`src/rtl/lp_seq_pkg.sv`:
```
package lp_seq_pkg;

    typedef enum logic [2:0] {
        ST_BUSY,
        ST_IDLE_COUNT,
        ST_EMRS_REQ,
        ST_SRE_REQ,
        ST_SELF_REFRESH,
        ST_SRX_REQ
    } lp_state_t;

    typedef enum logic [1:0] {
        OP_NONE     = 2'd0,
        OP_EMRS     = 2'd1,
        OP_SR_ENTER = 2'd2,
        OP_SR_EXIT  = 2'd3
    } lp_op_t;

    localparam logic [1:0] TMO_NOW   = 2'd0;
    localparam logic [1:0] TMO_SHORT = 2'd1;
    localparam logic [1:0] TMO_LONG  = 2'd2;
    localparam logic [1:0] TMO_OFF   = 2'd3;

endpackage

```
`src/rtl/lp_cfg_regs.sv`:
```
module lp_cfg_regs #(
    parameter int DS_W   = 2,
    parameter int TCSR_W = 2,
    parameter int PASR_W = 3
) (
    input  logic              clk,
    input  logic              rst_n,
    input  logic              wr_en,
    input  logic [1:0]        wr_timeout,
    input  logic [DS_W-1:0]   wr_drive,
    input  logic [TCSR_W-1:0] wr_tcsr,
    input  logic [PASR_W-1:0] wr_pasr,
    input  logic              emrs_done,
    output logic [1:0]        timeout,
    output logic [DS_W-1:0]   drive,
    output logic [TCSR_W-1:0] tcsr,
    output logic [PASR_W-1:0] pasr,
    output logic              field_change,
    output logic              dirty
);

    localparam int MODE_W = DS_W + TCSR_W + PASR_W;

    logic [MODE_W-1:0] mode_cur;
    logic [MODE_W-1:0] mode_wr;

    assign mode_cur     = {drive, tcsr, pasr};
    assign mode_wr      = {wr_drive, wr_tcsr, wr_pasr};
    assign field_change = wr_en && (mode_wr != mode_cur);

    always_ff @(posedge clk) begin
        if (!rst_n) begin
            timeout <= '0;
            drive   <= '0;
            tcsr    <= '0;
            pasr    <= '0;
        end else if (wr_en) begin
            timeout <= wr_timeout;
            drive   <= wr_drive;
            tcsr    <= wr_tcsr;
            pasr    <= wr_pasr;
        end
    end

    // A change in the acknowledge cycle wins over the clear.
    always_ff @(posedge clk) begin
        if (!rst_n) begin
            dirty <= 1'b0;
        end else if (field_change) begin
            dirty <= 1'b1;
        end else if (emrs_done) begin
            dirty <= 1'b0;
        end
    end

endmodule

```
`src/rtl/lp_idle_timer.sv`:
```
module lp_idle_timer
    import lp_seq_pkg::*;
#(
    parameter int SHORT_IDLE = 64,
    parameter int LONG_IDLE  = 128
) (
    input  logic       clk,
    input  logic       rst_n,
    input  logic       counting,
    input  logic [1:0] code,
    output logic       expired
);

    localparam int CNT_W = $clog2(LONG_IDLE + 1);

    logic [CNT_W-1:0] cnt;
    logic [CNT_W-1:0] limit;

    // Count value k is seen at the k-th edge after the busy drop.
    always_ff @(posedge clk) begin
        if (!rst_n) begin
            cnt <= '0;
        end else if (!counting) begin
            cnt <= CNT_W'(1);
        end else if (cnt < CNT_W'(LONG_IDLE)) begin
            cnt <= cnt + CNT_W'(1);
        end
    end

    always_comb begin
        unique case (code)
            TMO_NOW:   limit = '0;
            TMO_SHORT: limit = CNT_W'(SHORT_IDLE);
            TMO_LONG:  limit = CNT_W'(LONG_IDLE);
            default:   limit = CNT_W'(LONG_IDLE);
        endcase
    end

    assign expired = (code != TMO_OFF) && (cnt >= limit);

endmodule

```
`src/rtl/lp_cmd_fsm.sv`:
```
module lp_cmd_fsm
    import lp_seq_pkg::*;
(
    input  logic       clk,
    input  logic       rst_n,
    input  logic       xfer_busy,
    input  logic [1:0] timeout,
    input  logic       dirty,
    input  logic       field_change,
    input  logic       expired,
    input  logic       cmd_ack,
    output lp_state_t  state,
    output logic       cmd_req,
    output lp_op_t     cmd_op,
    output logic       in_sr,
    output logic       counting,
    output logic       emrs_done
);

    lp_state_t state_nx;
    lp_state_t entry_st;

    assign entry_st = dirty ? ST_EMRS_REQ : ST_SRE_REQ;

    always_ff @(posedge clk) begin
        if (!rst_n) begin
            state <= ST_BUSY;
        end else begin
            state <= state_nx;
        end
    end

    always_comb begin
        state_nx = state;
        unique case (state)
            ST_BUSY: begin
                if (!xfer_busy) begin
                    state_nx = (timeout == TMO_NOW) ? entry_st : ST_IDLE_COUNT;
                end
            end
            ST_IDLE_COUNT: begin
                if (xfer_busy) begin
                    state_nx = ST_BUSY;
                end else if (expired) begin
                    state_nx = entry_st;
                end
            end
            ST_EMRS_REQ: begin
                if (cmd_ack) begin
                    if (field_change) begin
                        state_nx = ST_EMRS_REQ;
                    end else if (xfer_busy) begin
                        state_nx = ST_BUSY;
                    end else begin
                        state_nx = ST_SRE_REQ;
                    end
                end
            end
            ST_SRE_REQ: begin
                if (cmd_ack) begin
                    state_nx = ST_SELF_REFRESH;
                end
            end
            ST_SELF_REFRESH: begin
                if (xfer_busy) begin
                    state_nx = ST_SRX_REQ;
                end
            end
            ST_SRX_REQ: begin
                if (cmd_ack) begin
                    state_nx = ST_BUSY;
                end
            end
            default: state_nx = ST_BUSY;
        endcase
    end

    always_comb begin
        cmd_req  = 1'b0;
        cmd_op   = OP_NONE;
        in_sr    = 1'b0;
        counting = 1'b0;
        unique case (state)
            ST_BUSY: begin
            end
            ST_IDLE_COUNT: begin
                counting = 1'b1;
            end
            ST_EMRS_REQ: begin
                cmd_req = 1'b1;
                cmd_op  = OP_EMRS;
            end
            ST_SRE_REQ: begin
                cmd_req = 1'b1;
                cmd_op  = OP_SR_ENTER;
            end
            ST_SELF_REFRESH: begin
                in_sr = 1'b1;
            end
            ST_SRX_REQ: begin
                cmd_req = 1'b1;
                cmd_op  = OP_SR_EXIT;
                in_sr   = 1'b1;
            end
            default: begin
            end
        endcase
    end

    assign emrs_done = (state == ST_EMRS_REQ) && cmd_ack;

endmodule

```
`src/rtl/sdram_lp_sequencer.sv`:
```
module sdram_lp_sequencer
    import lp_seq_pkg::*;
#(
    parameter int DS_W       = 2,
    parameter int TCSR_W     = 2,
    parameter int PASR_W     = 3,
    parameter int SHORT_IDLE = 64,
    parameter int LONG_IDLE  = 128
) (
    input  logic              clk,
    input  logic              rst_n,
    input  logic              cfg_we,
    input  logic [1:0]        cfg_timeout,
    input  logic [DS_W-1:0]   cfg_drive,
    input  logic [TCSR_W-1:0] cfg_tcsr,
    input  logic [PASR_W-1:0] cfg_pasr,
    input  logic              xfer_busy,
    input  logic              cmd_ack,
    output logic              cmd_req,
    output logic [1:0]        cmd_op,
    output logic [DS_W-1:0]   emr_drive,
    output logic [TCSR_W-1:0] emr_tcsr,
    output logic [PASR_W-1:0] emr_pasr,
    output logic              in_self_refresh
);

    logic [1:0] timeout_q;
    logic       dirty_q;
    logic       field_change;
    logic       expired;
    logic       counting;
    logic       emrs_done;
    lp_state_t  state;
    lp_op_t     op_w;

    lp_cfg_regs #(
        .DS_W   (DS_W),
        .TCSR_W (TCSR_W),
        .PASR_W (PASR_W)
    ) u_regs (
        .clk          (clk),
        .rst_n        (rst_n),
        .wr_en        (cfg_we),
        .wr_timeout   (cfg_timeout),
        .wr_drive     (cfg_drive),
        .wr_tcsr      (cfg_tcsr),
        .wr_pasr      (cfg_pasr),
        .emrs_done    (emrs_done),
        .timeout      (timeout_q),
        .drive        (emr_drive),
        .tcsr         (emr_tcsr),
        .pasr         (emr_pasr),
        .field_change (field_change),
        .dirty        (dirty_q)
    );

    lp_idle_timer #(
        .SHORT_IDLE (SHORT_IDLE),
        .LONG_IDLE  (LONG_IDLE)
    ) u_timer (
        .clk      (clk),
        .rst_n    (rst_n),
        .counting (counting),
        .code     (timeout_q),
        .expired  (expired)
    );

    lp_cmd_fsm u_fsm (
        .clk          (clk),
        .rst_n        (rst_n),
        .xfer_busy    (xfer_busy),
        .timeout      (timeout_q),
        .dirty        (dirty_q),
        .field_change (field_change),
        .expired      (expired),
        .cmd_ack      (cmd_ack),
        .state        (state),
        .cmd_req      (cmd_req),
        .cmd_op       (op_w),
        .in_sr        (in_self_refresh),
        .counting     (counting),
        .emrs_done    (emrs_done)
    );

    assign cmd_op = op_w;

endmodule

```
`config.mk`:
```
export PLATFORM = sky130hd
export DESIGN_NAME = sdram_lp_sequencer
export DESIGN_NICKNAME = d
export VERILOG_FILES = /design/src/rtl/lp_seq_pkg.sv /design/src/rtl/lp_cfg_regs.sv /design/src/rtl/lp_idle_timer.sv /design/src/rtl/lp_cmd_fsm.sv /design/src/rtl/sdram_lp_sequencer.sv
export SDC_FILE = /design/constraint.sdc
export NUM_CORES = 1
export LEC_CHECK = 0
export ABC_AREA = 0
export BUFFER_PORTS_ARGS = -buffer_cell sky130_fd_sc_hd__buf_2
export CORE_MARGIN = 5
export CORE_UTILIZATION = 53
export DETAILED_ROUTE_END_ITERATION = 7
export PLACE_DENSITY = 0.78
export REMOVE_ABC_BUFFERS = 1
export SETUP_SLACK_MARGIN = 0.1
export SLEW_MARGIN = 20
export SYNTH_ARGS = -nofsm -noshare
export SYNTH_HDL_FRONTEND = slang
export SYNTH_HIERARCHICAL = 1
export SYNTH_SLANG_ARGS = --single-unit
```
`constraint.sdc`:
```
create_clock -name clk -period 2.3 [get_ports clk]
set_input_delay 0.115 -clock clk [delete_from_list [all_inputs] [get_ports clk]]
set_output_delay 0.115 -clock clk [all_outputs]
set_load 0.1 [all_outputs]
```
# After elaboration in Yosys (flattened, before gate mapping)
# Index checks and enable logic that the tools add are counted.
[op_classes]
add_sub_neg = 1
n_lt_le_gt_ge = 2
n_eq_ne = 15
muxes = 21
reduce_logical = 10
[op_table]
columns = ["operator", "n"]
rows = [
  ["3-bit two-way mux", 9],
  ["3-bit one-hot mux with 6 select lines", 1],
  ["8-bit one-hot mux with 2 select lines", 1],
  ["2-bit != test, second input constant", 7],
  ["8-bit by 1-bit adder with 8-bit output, second input constant", 1],
  ["8-bit greater-or-equal comparator", 1],
  ["8-bit less-than comparator, second input constant", 1],
  ["1-bit two-way mux", 8],
  ["7-bit != test", 1],
  ["3-bit by 2-bit == test with 1-bit output, second input constant", 2],
  ["3-bit == test, second input constant", 2],
  ["2-bit one-hot mux with 3 select lines", 1],
  ["6-bit AND reduction", 1],
  ["3-bit by 1-bit == test with 1-bit output, second input constant", 1],
  ["1-bit logical AND", 3],
  ["3-bit zero test", 1],
  ["3-bit != test, second input constant", 1],
  ["3-bit OR reduction", 1],
  ["2-bit by 1-bit == test with 1-bit output, second input constant", 1],
  ["2-bit zero test", 1],
  ["2-bit two-way mux", 1],
  ["2-bit AND reduction", 1],
  ["2-bit nonzero test", 1],
  ["2-bit OR reduction", 1],
]
[word_totals]
register_bits = 21
in_bits = 14
output_inout_bits = 11
wordCells = 57

# Depth between registers and ports, before layout
[logic_depth]
ltp_word = 7
mapped_depth = 8
ltp_nobuf = 8

# Cells and area by module
# The synthesis kept the hierarchy.
[by_module_without_submodules]
columns = ["mod", "instances", "cells_each", "area_per_inst_um2", "seq_area_each_um2"]
rows = [
  ["lp_cfg_regs", 1, 41, 456.7, 200.2],
  ["lp_idle_timer", 1, 49, 441.7, 160.2],
  ["lp_cmd_fsm", 1, 41, 275.3, 60.1],
]

# Worst setup path before layout
# OpenSTA, ideal clock, no wires.
[synth_timing]
path_kind = "register -> output"
from = "reg u_fsm.state[2]"
to = "out cmd_op[1]"
arrival_ps = 2080
t_required_ps = 2185
slack_ps = 105
stages_incl_launch_ff = 4
cell_sequence = "dfxtp_1 nand2b_1 buf_2 a21boi_1"
[synth_via]
elab_chain_cells = 2
[synth_lines]
columns = ["item", "line", "text"]
rows = [
  ["start: declaration", "lp_cmd_fsm.sv:12", "output lp_state_t state,"],
  ["start signal: assignment", "lp_cmd_fsm.sv:29", "state <= state_nx;"],
  ["3-bit == test or 3-bit by 2-bit == test with 1-bit output (tied branches)", "lp_cmd_fsm.sv:83", "unique case (state)"],
  ["2-bit one-hot mux with 3 select lines *", "lp_cmd_fsm.sv:83", ""],
  ["end: declaration", "sdram_lp_sequencer.sv:20", "output logic [1:0] cmd_op,"],
]
# Every way passes the cells marked *; elsewhere a longest branch is shown, timed or not.

# Worst setup path after layout
[layout_timing]
from = "reg u_fsm.state[2]"
to = "reg u_regs.dirty"
[layout_via]
elab_chain_cells = 3
[layout_lines]
columns = ["item", "line", "text"]
rows = [
  ["3-bit by 2-bit == test with 1-bit output", "lp_cmd_fsm.sv:110", "assign emrs_done = (state == ST_EMRS_REQ) && cmd_ack;"],
  ["1-bit logical AND", "lp_cmd_fsm.sv:110", ""],
  ["via emrs_done", "sdram_lp_sequencer.sv:32", "logic emrs_done;"],
  ["2-bit nonzero test (no source line)", "--", ""],
  ["end signal: assignment", "lp_cfg_regs.sv:48", "dirty <= 1'b0;"],
  ["end signal: assignment", "lp_cfg_regs.sv:50", "dirty <= 1'b1;"],
  ["end signal: assignment", "lp_cfg_regs.sv:52", "dirty <= 1'b0;"],
  ["end: declaration", "lp_cfg_regs.sv:19", "output logic dirty"],
]
# The timed path passes the listed nets, and every way through them passes these cells.
# A chain may end at the register's enable or synchronous reset.

==> run_results.csv <==
group,metric,value,unit
finish,n_antenna_cell,0,
finish,drive_gt1_share,19.9,%
clock_tree,clock-sinks,21,
synthesis,ys_ff_latch,21,
placement,dp_hpwl,1800,um
power,clkPwrFrac,15.5,%
synthesis,seq_area_frac_synth,35.8,%
critical_path,cp_top_family,"simple AND/OR/NAND/NOR gates",
sta,slew_violations,0,
min_path,hold_path.class,"input port to flop",
finish,final_util,61.8,%
power,internal_power,0.604,mW
finish,area_delta_synth_final,14.3,%
drt,vias,1002,
drt,viasPerCell,5.45,
drt,ant_nets,0,
global_route,grt.total_usage,15.0,%
critical_path,cp_slowest_stage_delay,0.42,ns
global_route,grt_antenna_before_repair,0,
power,p_per_area,849,nW/um2
synthesis,synthTopCellsByArea,"dfxtp_1, mux2i_1, nor2b_1",
critical_path,cp-end-kind,"flop",
critical_path,crit_slowest_cell,"or4_1",
critical_path,crit_buf_inv,0,
drt,drc_errors,0,
die,coreArea,2170,um2
synthesis,synth.most_common_cell,"dfxtp_1",
synthesis,synth_cells,131,
drt,routed_wl,2350,um
clock_tree,cts_resized,0,
status,status,"finished clean",
die,chipHeight,57.1,um
clock_tree,path_clk_slew,0.12,ns
synthesis,syn-mean-instance-area,8.96,um2
sta,clock.fmax,516,MHz
sta,worst_slew_pin_slew,0.487,ns
run,max_cap_violations,0,
synthesis,synth_top_area_share,35.8,%
placement,place.gp.congestion,0.806,
sta,fin_skew,0.00119,ns
global_route,grt_pass1_wl,4040,um
power,p_leak,0.607,nW
clock_tree,cts_buffers,3,
finish,fill_cells,191,
synthesis,synth_commonest_cells,"dfxtp_1, nor2b_1, mux2i_1",
critical_path,path_max_fanout,9,
sta,relSlewSlack,67.8,%
sta,rsz0062_at_grt,"no",
critical_path,startpoint_type,"flop",
global_route,overflow,0,
synthesis,synth_edf_count,0,
critical_path,critPathKind,"flop to flop",
critical_path,cp.required,2.50,ns
die,std_cell_rows,17,
clock_tree,worstSkewPairLatency,0.30,ns
clock_tree,cts_buffer_depth,2,
power,seqPwrFrac,40.6,%
placement,dp.cells,180,
power,power_frac_comb,43.9,%
synthesis,synth_top_area_cell,"dfxtp_1",
critical_path,crit_chain,"nand2b_1 > nor3b_1 > and2b_1 > or4_1 > o221a_1",
sta,min_period,1.94,ns
sta,hold_viol_final,0,
sta,setup_tns,0,ns
power,switching_share,46.9,%
placement,portBuffers,24,
global_route,first_global_vias,981,
critical_path,critPathArrivalTime,2.14,ns
clock_tree,cts-root-buf,"clkbuf_4",
clock_tree,h-tree-depth,1,
clock_tree,post_cts_buffers,0,
power,p_sw,0.534,mW
drt,routedWlPerCell,12.8,um
synthesis,synth_flop_cell,"dfxtp_1",
synthesis,synthesis.area,1170,um2
sta,setup_viol,0,
finish,nets,175,
clock_tree,ctsHoldBuffers,0,
drt,drtIter0Drc,34,
die,initial_core_util,54.1,%
synthesis,synth.distinct_cells,39,
power,peakVddDrop,798,uV
die,die_w,57.1,um
clock_tree,cts_tree,"built",
synthesis,yosysWarnings,6,
finish,final_cells,184,
global_route,grt_max_degree,17,
die,io_pins,25,
drt,dr.pass1.iters,4,
sta,fin_crit_sh,84.3,%
synthesis,async_reset_ff_share,0,%
die,die_area,3260,um2
==> final timing paths <==
path                        from           endpoint  slack [ns]  depth (start not counted)
setup / recovery  u_fsm/state[2]       u_regs/dirty        0.36                          5
setup reg to reg  u_fsm/state[2]       u_regs/dirty        0.36                          5
hold / removal    cfg_timeout[1]  u_regs/timeout[1]        0.09                          3
hold reg to reg   u_timer/cnt[6]     u_timer/cnt[6]        0.51                          2
==> final cells by class <==
type | instances | area (um2) | area share (%)
clock buffer | 3 | 22.5 | 1.68
clock inverter | 1 | 5.00 | 0.373
inverter | 10 | 37.5 | 2.80
multi-input combinational | 97 | 701 | 52.2
sequential | 21 | 420 | 31.3
tap | 28 | 35.0 | 2.61
timing repair buffer | 24 | 120 | 8.96
==> cells by family after synthesis <==
group / count (synthesis) / synth area share (%)
DFF: 21 / 35.8
xor gates and xnor gates: 12 / 8.96
buffers and inverters: 13 / 4.48
adders and majority gates: 4 / 4.26
AOI/OAI and AO/OA: 24 / 14.1
muxes: 10 / 8.53
and+or+nand+nor: 47 / 23.9
==> power groups by stage <==
stage	registers, mW	clock network (mW)	logic, mW
floorplan	0.507	0	0.355
global placement	0.466	0	0.482
detailed placement	0.469	0	0.498
CTS	0.460	0.183	0.500
global route	0.469	0.205	0.536
finish	0.462	0.176	0.500
==> flip-flops by register name (all words and copies together) (netlist names) <==
name,count
u_timer/cnt,8
u_fsm/state,3
u_regs/pasr,3
u_regs/drive,2
u_regs/tcsr,2
u_regs/timeout,2
u_regs/dirty,1
==> per-layer routing <==
layer / vias up / GRT usage, % / share of wire [%] / routed length [um]
li1: 512 / - / - / -
met1: 460 / 18.5 / 44 / 1020
met2: 26 / 25.9 / 51 / 1190
met3: 4 / 2.71 / 4.6 / 107
met4: 0 / 5.63 / 1.2 / 28
met5: - / 0 / 0 / 0
==> cell usage in the layout (no fill, tap or decap), types with 2 or more instances in the layout <==
| cell type | count |
|---|---|
| xor2_1 | 7 |
| buf_2 | 24 |
| inv_1 | 8 |
| or3_1 | 3 |
| nor2b_1 | 11 |
| xnor2_1 | 5 |
| dfxtp_1 | 21 |
| o21ai_0 | 3 |
| mux2i_1 | 10 |
| clkbuf_4 | 3 |
| a31oi_1 | 2 |
| nor3_1 | 5 |
| a21oi_1 | 6 |
| ha_1 | 4 |
| nand4b_1 | 2 |
| inv_2 | 2 |
| nor2_1 | 8 |
| nand2_1 | 8 |
| o21ai_1 | 2 |
==> worst register-to-register path, delay by kind of cell, from the launching register on <==
family / cells / cell delay, ns
compound gates: 1 / 0.25
flops: 1 / 0.39
simple gates: 4 / 1.21
==> through the flow <==
stage | hold slack, ns | setup WS (ns) | total power, mW | cell area (um2)
2_1_floorplan | 0.233 | 0.117 | 0.863 | 1160
4_1_cts | 0.0818 | 0.371 | 1.14 | 1340
3_5_place_dp | 0.402 | 0.384 | 0.967 | 1310
3_3_place_gp | 0.389 | 0.509 | 0.948 | 1310
6_report | 0.0879 | 0.361 | 1.14 | 1340
5_1_grt | 0.0965 | 0.143 | 1.21 | 1340
Note: power is estimated with default switching activity, not from simulation.
